## src/rtl/wdalm_pkg.sv

```systemverilog
package wdalm_pkg;
  // Strobes from the control module to the datapath, valid for one cycle.
  typedef struct packed {
    logic seedWr;     // replace the selected seed byte
    logic reload;     // count <= (updated) seed
    logic dec;        // count <= count - 1
    logic rdCapture;  // register read data for the selected byte
  } dpCmd_t;
endpackage

```

## src/rtl/wdalm_datapath.sv

```systemverilog
module wdalm_datapath
  import wdalm_pkg::*;
#(
  parameter int BYTE_W    = 8,
  parameter int NUM_BYTES = 3,
  parameter int SEL_W     = 2
) (
  input  logic              clk,
  input  logic              rst_n,
  input  dpCmd_t            cmd,
  input  logic [SEL_W-1:0]  byteSel,
  input  logic [BYTE_W-1:0] wrData,
  output logic [BYTE_W-1:0] rdData,
  output logic              countIsZero,
  output logic              countIsOne,
  output logic              seedIsZero,
  output logic              nextSeedIsZero
);
  localparam int CNT_W = BYTE_W * NUM_BYTES;

  logic [CNT_W-1:0]  seed, count, snapshot, nextSeed;
  logic [BYTE_W-1:0] snapByte;

  always_comb begin
    nextSeed = seed;
    snapByte = '0;
    for (int b = 0; b < NUM_BYTES; b++) begin
      if (byteSel == SEL_W'(b)) begin
        if (cmd.seedWr) nextSeed[b*BYTE_W +: BYTE_W] = wrData;
        snapByte = snapshot[b*BYTE_W +: BYTE_W];
      end
    end
  end

  assign countIsZero    = (count == '0);
  assign countIsOne     = (count == CNT_W'(1));
  assign seedIsZero     = (seed == '0);
  assign nextSeedIsZero = (nextSeed == '0);

  always_ff @(posedge clk or negedge rst_n) begin
    if (!rst_n) begin
      seed  <= '0;
      count <= '0;
    end else begin
      seed <= nextSeed;
      if (cmd.reload)   count <= nextSeed;
      else if (cmd.dec) count <= count - CNT_W'(1);
    end
  end

  always_ff @(posedge clk or negedge rst_n) begin
    if (!rst_n) begin
      snapshot <= '0;
      rdData   <= '0;
    end else if (cmd.rdCapture) begin
      if (byteSel == '0) begin
        snapshot <= count;
        rdData   <= count[BYTE_W-1:0];
      end else begin
        rdData <= snapByte;
      end
    end
  end
endmodule

```

## src/rtl/wdalm_pulse_timer.sv

```systemverilog
module wdalm_pulse_timer #(
  parameter int PULSE_TICKS = 1024
) (
  input  logic clk,
  input  logic rst_n,
  input  logic start,
  input  logic tick,
  output logic busy,
  output logic done
);
  localparam int CW = $clog2(PULSE_TICKS + 1);
  localparam logic [CW-1:0] LAST = CW'(PULSE_TICKS - 1);

  logic [CW-1:0] tickCnt;

  assign done = busy && tick && (tickCnt == LAST);

  always_ff @(posedge clk or negedge rst_n) begin
    if (!rst_n) begin
      busy    <= 1'b0;
      tickCnt <= '0;
    end else if (start) begin
      busy    <= 1'b1;
      tickCnt <= '0;
    end else if (done) begin
      busy <= 1'b0;
    end else if (busy && tick) begin
      tickCnt <= tickCnt + CW'(1);
    end
  end
endmodule

```

## src/rtl/wdalm_ctrl.sv

```systemverilog
module wdalm_ctrl
  import wdalm_pkg::*;
(
  input  logic   clk,
  input  logic   rst_n,
  input  logic   tickSlow,
  input  logic   tickFast,
  input  logic   cntWrEn,
  input  logic   cntRdEn,
  input  logic   flagWrEn,
  input  logic   flagWrData,
  input  logic   cfgCountEnable,
  input  logic   cfgWatchdogMode,
  input  logic   cfgSteerIrq,
  input  logic   cfgIrqEnable,
  input  logic   countIsZero,
  input  logic   countIsOne,
  input  logic   seedIsZero,
  input  logic   nextSeedIsZero,
  input  logic   pulseBusy,
  input  logic   pulseDone,
  output dpCmd_t cmd,
  output logic   pulseStart,
  output logic   alarmFlag,
  output logic   irqDriveLow,
  output logic   rstDriveLow
);
  logic armed, enPrev, flagQ, rstLine, irqLine, pendingReload;
  logic blocked, wrOk, rdOk, active, tickSel, accessReload, stepNow, expire;

  assign blocked      = rstLine;
  assign wrOk         = cntWrEn && !blocked;
  assign rdOk         = cntRdEn && !blocked;
  assign active       = cfgCountEnable && armed && !seedIsZero;
  assign tickSel      = cfgWatchdogMode ? tickFast : tickSlow;
  assign accessReload = wrOk || (rdOk && cfgWatchdogMode && active);
  assign stepNow      = active && !pulseBusy && !accessReload && tickSel && !countIsZero;
  assign expire       = stepNow && countIsOne;

  always_comb begin
    cmd.seedWr    = wrOk;
    cmd.rdCapture = rdOk;
    cmd.reload    = (!pulseBusy && accessReload)
                 || (pulseDone && (pendingReload || accessReload))
                 || (expire && !cfgWatchdogMode);
    cmd.dec       = stepNow && !(expire && !cfgWatchdogMode);
  end

  assign pulseStart  = expire && cfgWatchdogMode && (!cfgSteerIrq || cfgIrqEnable);
  assign alarmFlag   = flagQ;
  assign rstDriveLow = rstLine;
  assign irqDriveLow = irqLine || (!cfgWatchdogMode && flagQ && cfgIrqEnable);

  always_ff @(posedge clk or negedge rst_n) begin
    if (!rst_n) begin
      armed         <= 1'b0;
      enPrev        <= 1'b0;
      flagQ         <= 1'b0;
      rstLine       <= 1'b0;
      irqLine       <= 1'b0;
      pendingReload <= 1'b0;
    end else begin
      enPrev <= cfgCountEnable;
      // r10_: zero-to-nonzero seed write disarms until enable rises again
      if (wrOk && seedIsZero && !nextSeedIsZero) armed <= 1'b0;
      else if (cfgCountEnable && !enPrev)        armed <= 1'b1;

      if (expire)                                               flagQ <= 1'b1;
      else if (pulseDone)                                       flagQ <= 1'b0;
      else if (flagWrEn && !flagWrData && !pulseBusy && !blocked) flagQ <= 1'b0;

      if (pulseStart) begin
        rstLine <= !cfgSteerIrq;
        irqLine <= cfgSteerIrq;
      end else if (pulseDone) begin
        rstLine <= 1'b0;
        irqLine <= 1'b0;
      end

      if (pulseDone)                       pendingReload <= 1'b0;
      else if (pulseBusy && accessReload)  pendingReload <= 1'b1;
    end
  end
endmodule

```

## src/rtl/wdalm_counter.sv

```systemverilog
module wdalm_counter
  import wdalm_pkg::*;
#(
  parameter int BYTE_W      = 8,
  parameter int NUM_BYTES   = 3,
  parameter int PULSE_TICKS = 1024,
  localparam int SEL_W      = (NUM_BYTES > 1) ? $clog2(NUM_BYTES) : 1
) (
  input  logic              clk,
  input  logic              rst_n,
  input  logic              tickSlow,
  input  logic              tickFast,
  input  logic [SEL_W-1:0]  cntByteSel,
  input  logic              cntWrEn,
  input  logic [BYTE_W-1:0] cntWrData,
  input  logic              cntRdEn,
  output logic [BYTE_W-1:0] cntRdData,
  input  logic              flagWrEn,
  input  logic              flagWrData,
  input  logic              cfgCountEnable,
  input  logic              cfgWatchdogMode,
  input  logic              cfgSteerIrq,
  input  logic              cfgIrqEnable,
  output logic              alarmFlag,
  output logic              irqDriveLow,
  output logic              rstDriveLow
);
  dpCmd_t cmd;
  logic countIsZero, countIsOne, seedIsZero, nextSeedIsZero;
  logic pulseStart, pulseBusy, pulseDone;

  wdalm_ctrl u_ctrl (
    .clk, .rst_n, .tickSlow, .tickFast, .cntWrEn, .cntRdEn,
    .flagWrEn, .flagWrData, .cfgCountEnable, .cfgWatchdogMode,
    .cfgSteerIrq, .cfgIrqEnable, .countIsZero, .countIsOne,
    .seedIsZero, .nextSeedIsZero, .pulseBusy, .pulseDone,
    .cmd, .pulseStart, .alarmFlag, .irqDriveLow, .rstDriveLow
  );

  wdalm_datapath #(.BYTE_W(BYTE_W), .NUM_BYTES(NUM_BYTES), .SEL_W(SEL_W)) u_dp (
    .clk, .rst_n, .cmd, .byteSel(cntByteSel), .wrData(cntWrData),
    .rdData(cntRdData), .countIsZero, .countIsOne, .seedIsZero, .nextSeedIsZero
  );

  wdalm_pulse_timer #(.PULSE_TICKS(PULSE_TICKS)) u_pulse (
    .clk, .rst_n, .start(pulseStart), .tick(tickFast),
    .busy(pulseBusy), .done(pulseDone)
  );
endmodule

```

## config.mk

```make
export PLATFORM = sky130hd
export DESIGN_NAME = wdalm_counter
export DESIGN_NICKNAME = d
export VERILOG_FILES = /design/src/rtl/wdalm_pkg.sv /design/src/rtl/wdalm_datapath.sv /design/src/rtl/wdalm_pulse_timer.sv /design/src/rtl/wdalm_ctrl.sv /design/src/rtl/wdalm_counter.sv
export SDC_FILE = /design/constraint.sdc
export NUM_CORES = 1
export LEC_CHECK = 0
export BUFFER_PORTS_ARGS = -buffer_cell sky130_fd_sc_hd__clkbuf_2
export CORE_MARGIN = 4
export CORE_UTILIZATION = 30
export CTS_CLUSTER_DIAMETER = 150
export CTS_CLUSTER_SIZE = 12
export DETAILED_ROUTE_END_ITERATION = 10
export SKIP_LAST_GASP = 1
export SYNTH_ARGS = -nofsm -noshare
export SYNTH_HDL_FRONTEND = slang
export SYNTH_SLANG_ARGS = --single-unit
```

## constraint.sdc

```tcl
create_clock -name clk -period 7.6 [get_ports clk]
set_input_delay 0.76 -clock clk [delete_from_list [all_inputs] [get_ports clk]]
set_output_delay 0.76 -clock clk [all_outputs]
set_load 0.05 [all_outputs]
```

==> results.toml, run 1 <==
[run_status]
status = "completed"

[worst_setup_path]
startpoint = "cntByteSel[0]"
max_stage_delay_ps = 590
path_buf_inv = 1
cp-start-kind = "input port"
r2r-end = "u_dp.count[17]"
cp-end-kind = "flip-flop"
crit_path_cell_trace = "clkbuf_2 -> and4bb_1 -> mux2_2 -> or4_1 -> or3_1 -> or4_1 -> a41oi_1"
r2r-start = "u_ctrl.rstDriveLow"
worstPathArrival_ps = 3600
worstPathMaxFanout = 12
critPathTopFamily = "simple AND/OR/NAND/NOR gates"
critPathRequiredTime_ps = 7860
r2r_cells = 6
cp_common_cell = "or4_1"
crit_cells = 7
worst-setup-path-type = "input port to flip-flop"
critPathSlowestCell = "and4bb_1"
reg2reg_slack_ps = 4260
crit_end = "u_ctrl.armed"

[yosys]
yosys_warnings = 0
ys_types = 57
async_reset_ff_frac = 1.000
synth_fp_nets = 476
syn_inst = 450
ys_seq_area_frac = 0.4805
synth_enable_flop_cells = 0
synth_area_sq_um = 4687
avgSynthCellArea_sq_um = 10.42
synthFlopType = "dfrtp_1"
ys_ff_latch = 90
synth_area_leaders = "dfrtp_1, mux2_2, a221o_1"
netlist.area_leader.share = 0.4805
synth_top_area_cell = "dfrtp_1"

[drt]
avgViaCountPerCell = 5.355
dr.pass1.iters = 5
drcViolationCount = 0
ant_nets = 0
wl_mm = 12.19
drt_iter0_markers = 307
wl_per_cell_um = 17.62
vias = 3706

[cts]
root_buffer = "clkbuf_16"
cts_tree = "done"
cts_hold_buffers = 0
cts_setup_buffers = 0
cts_made_buffers = 9
ctsResizeCount = 0
cts_buffer_depth = 2
cts.sinks = 90
ctsHtreeMaxLevel = 3
insertion_delay_ps = 340
clk_pin_slew_ps = 60

[timing]
max_freq_mhz = 299.4
finalMaxSlewViolations = 0
setup_violations = 0
max-slew-margin-rel = 0.2954
skew_ps = 8.116
tightest_slew_ps = 1047
hold_viol_final = 0
fin_crit_ps = 3340
setup_tns_ps = 0
holdWs_ps = 224.5
rsz0062_at_grt = "no"
period_share = 0.4395

[cells_and_area]
nets = 502
multi_input_area_sq_um = 2283
fillers = 1549
synthToLayoutAreaGrowth_pct = 14.95
drive_gt1_frac = 0.2037
num_antenna_cells = 0
seq_area_sq_um = 2252
layoutNonFillerInstCount = 692

[job]
maxCapViolations = 0

[floorplan]
boundaryPins = 33
dieArea_sq_um = 17690
num_rows = 45
core_sq_um = 15260
chipHeight_um = 133.0
die_w_um = 133.0
start_util = 0.3072

[placement]
dpl.hpwl_mm = 9.008
gp_congestion = 0.9695
dp_cells = 676
port_buffers = 32

[global_route]
grt_max_degree = 83
grt_pass1_wl_mm = 20.22
grt_usage = 0.1427
grt_pass1_vias = 3703
grt.overflow.total = 0
antenna_found_initial = 0

[pwr]
p_per_area_nw_per_um2 = 270.7
ir_drop_mv = 0.1428
p_leak_nw = 2.285

[min_path]
hp-class = "input port to async pin"
-- how the worst min path moves through the flow --
stage	cells past startpoint	slack (ps)	end	start
2_1_floorplan	0	460	u_ctrl.alarmFlag	rst_n
3_3_place_gp	2	470	u_dp.rdData[1]	u_dp.rdData[1]
3_5_place_dp	2	470	u_dp.rdData[4]	u_dp.rdData[4]
4_1_cts	1	210	u_dp.rdData[5]	rst_n
5_1_grt	1	220	u_dp.rdData[5]	rst_n
6_report	1	220	u_dp.rdData[5]	rst_n
-- report_power, final --
group	switching [mW]	total, mW	leakage (nW)	internal [mW]
sequential	0.0851	0.654	1.12	0.569
clock	0.188	0.509	0.169	0.321
combinational	0.174	0.295	0.996	0.121
total	0.447	1.46	2.28	1.01
-- layer usage --
metal  wire length (um)  track usage  vias to the layer above
met1               5753       0.2045                     1844
met2               5450       0.2102                      120
li1                   -            -                     1724
met5                  0            0                        -
met4                189      0.04446                        0
met3                798      0.03764                       18
-- kinds of logic (layout without fill, tap and decap cells) --
logic type,after synthesis,count (layout),synth area share
compound gates,84,84,0.1297
fa+ha+maj,4,4,0.01068
xor+xnor,17,17,0.03177
flops,90,90,0.4805
simple gates,174,174,0.2040
buf+inv,35,66,0.03470
mux,46,46,0.1086
-- state kept, by name, summed over array words and instances (netlist names) --
signal and count:
u_dp.rdData 8, u_dp.seed 24, u_ctrl.irqLine 1, u_ctrl.alarmFlag 1
u_ctrl.pendingReload 1, u_ctrl.rstDriveLow 1, u_pulse.tickCnt 11, u_pulse.busy 1
u_ctrl.armed 1, u_dp.snapshot 16, u_ctrl.enPrev 1, u_dp.count 24
-- cell usage in the layout (no fill, tap or decap), types with 4 or more instances in the layout --
cell type	count
a221o_1	15
nor2b_1	5
buf_4	5
ha_1	4
nand4_1	8
o22ai_1	4
mux2i_1	13
nand2b_1	4
a21oi_1	13
or4_1	9
clkbuf_16	9
dfrtp_1	90
o31ai_1	5
xnor2_1	8
inv_1	14
nor4_1	13
o21ai_0	17
or3_1	11
nor2_1	40
nand2_1	28
nand3_1	11
mux2_2	31
nor3_1	13
clkbuf_2	31
and3_1	8
a22oi_1	7
xor2_1	9
-- per-stage QoR --
step	worst slack, ps	util	area (sq um)	total power, mW
floorplan	4495	-	4687	0.8472
global placement	4021	0.3306	5045	0.9455
detailed placement	3965	0.3306	5045	0.9535
CTS	4312	0.3531	5388	1.469
global route	3995	0.3531	5388	1.536
finish	4260	0.3531	5388	1.459
-- cell type report --
cell class | count | share of cell area
multi-input cells | 325 | 0.4238
flip-flops and latches | 90 | 0.4180
well taps | 211 | 0.04900
clock buffers | 9 | 0.04180
repair buffers | 36 | 0.03576
clock inverters | 7 | 0.02183
inverters | 14 | 0.009754
-- synth_stat cells, types with 4 or more instances --
master	n
a21oi_1	13
a221o_1	15
a22oi_1	7
and3_1	8
buf_2	7
clkbuf_1	10
dfrtp_1	90
ha_1	4
inv_1	14
mux2_2	31
mux2i_1	13
nand2_1	28
nand2b_1	4
nand3_1	11
nand4_1	8
nor2_1	40
nor2b_1	5
nor3_1	14
nor4_1	13
o21ai_0	17
o22ai_1	4
o31ai_1	5
or3_1	11
or4_1	9
xnor2_1	8
xor2_1	9
Note: power is estimated with default switching activity, not from simulation.
==> inputs of run 2 (changes only) <==
clock period = 2.8 ns   (was 7.6 ns; I/O delays follow)
==> results.toml, run 2 (synthesis results as in run 1) <==
[run_status]
status = "completed"

[floorplan]
core_sq_um = 15260
start_util = 0.3072
num_rows = 45
boundaryPins = 33
dieArea_sq_um = 17690
die_w_um = 133.0
chipHeight_um = 133.0

[drt]
ant_nets = 0
avgViaCountPerCell = 5.303
wl_mm = 13.19
drcViolationCount = 0
vias = 3871
wl_per_cell_um = 18.06
drt_iter0_markers = 313
dr.pass1.iters = 5

[cells_and_area]
num_antenna_cells = 0
drive_gt1_frac = 0.2755
postLayoutCellArea_sq_um = 5787
top_regs = "u_dp.count: 24 flops, u_dp.seed: 24 flops, u_dp.snapshot: 16 flops"
layout_commonest_cell = "dfrtp_1"
layoutNonFillerInstCount = 730
fillers = 1522
final_cell_mix = "dfrtp_1, nor2_1, buf_4"
nets = 540
synthToLayoutAreaGrowth_pct = 23.47

[placement]
dp_cells = 707
port_buffers = 32
placed_area_sq_um = 5329
gp_congestion = 0.9211
dpl.hpwl_mm = 9.932

[pwr]
p_per_area_nw_per_um2 = 712.7
ir_drop_mv = 0.5066
p_total_mw = 4.124
p_leak_nw = 2.505

[global_route]
antenna_found_initial = 0
grt_usage = 0.1533
grt_pass1_wl_mm = 21.19
busiest_layer = "met2"
use_met2 = 0.2305
grt.overflow.total = 0
grt_pass1_vias = 3853
grt_max_degree = 49
use_met1 = 0.2043
met3_usage = 0.05399

[cts]
cts.sinks = 90
clk_pin_slew_ps = 70
insertion_delay_ps = 350
ctsHtreeMaxLevel = 3
cts_buffer_depth = 2
root_buffer = "clkbuf_16"
cts_made_buffers = 9
cts_tree = "done"

[timing]
skew_ps = 7.250
hold_viol_final = 0
finalMaxSlewViolations = 0
max-slew-margin-rel = 0.3195
setup_violations = 0
setup_tns_ps = 0
fin_crit_ps = 2718
period_share = 0.9708
max_freq_mhz = 367.9
tightest_slew_ps = 1013

[worst_setup_path]
worst-setup-path-type = "flip-flop to flip-flop"
cp-start-kind = "flip-flop"
critPathRequiredTime_ps = 3070
worstPathArrival_ps = 2990
cp-end-kind = "flip-flop"
worstPathMaxFanout = 4

[job]
maxCapViolations = 0

[min_path]
hp-class = "input port to flip-flop"
[run 2: cell types whose count changed in the layout (fill, tap and decap cells not counted), sizes merged]
cell	previous run	this run
buf	5	42
clkbuf	40	41
clkinv	4	2
dlygate4sd3	0	1
inv	14	15
[run 2: per-layer routing]
| layer | vias up | wire [um] |
|---|---|---|
| met4 | 0 | 389 |
| met5 | - | 0 |
| met1 | 1917 | 6002 |
| met2 | 132 | 5869 |
| met3 | 30 | 923 |
| li1 | 1792 | - |
[run 2: area by class of cell]
| type | count | area (sq um) | area share |
|---|---|---|---|
| clock inverter | 6 | 112.6 | 0.01946 |
| timing repair buffer | 74 | 530.5 | 0.09168 |
| clock buffer | 10 | 239.0 | 0.04130 |
| tap | 211 | 264.0 | 0.04562 |
| inverter | 14 | 52.55 | 0.009081 |
| multi-input combinational | 325 | 2335 | 0.4035 |
| sequential | 90 | 2253 | 0.3894 |
[run 2: power by group]
group / leakage (nW) / switching [mW] / internal (mW)
registers: 1.12 / 0.200 / 1.54
clock network: 0.173 / 0.528 / 0.900
logic: 1.21 / 0.539 / 0.414
[run 2: path summary, 6_finish.rpt]
path / from / end / slack (ps) / depth (start not counted)
setup / recovery: u_ctrl.rstDriveLow / u_ctrl.armed / 80 / 7
hold / removal: cfgCountEnable / u_ctrl.enPrev / 70 / 1
setup reg to reg: u_ctrl.rstDriveLow / u_ctrl.armed / 80 / 7
hold reg to reg: u_dp.rdData[7] / u_dp.rdData[7] / 480 / 2
max in group asynchronous: rst_n / u_pulse.tickCnt[1] / 1650 / 3
min in group asynchronous: rst_n / u_dp.count[19] / 470 / 2
[run 2: metrics by stage]
step	setup WS (ps)	hold WS (ps)	utilization
2_1_floorplan	3.374	-15.59	-
3_3_place_gp	68.70	326.6	0.3492
3_5_place_dp	-11.15	325.3	0.3492
4_1_cts	25.10	58.82	0.3732
5_1_grt	-11.04	62.41	0.3793
6_report	81.65	71.65	0.3793
[run 2: critical path, cell delays in order (launching register included)]
cell,delay [ps]
dfrtp_2,410
buf_4,150
nor4b_4,320
buf_4,200
mux2_2,360
or4_1,500
or4_4,560
a41oi_2,140
[run 2: timing repair]
item,in CTS,in global routing
gates cloned,0,0
buffers inserted,0,6
pin swaps,0,3
hold endpoints to repair,42,0
gates resized for setup,2,12
setup endpoints to repair,1,16
hold buffers,1,0
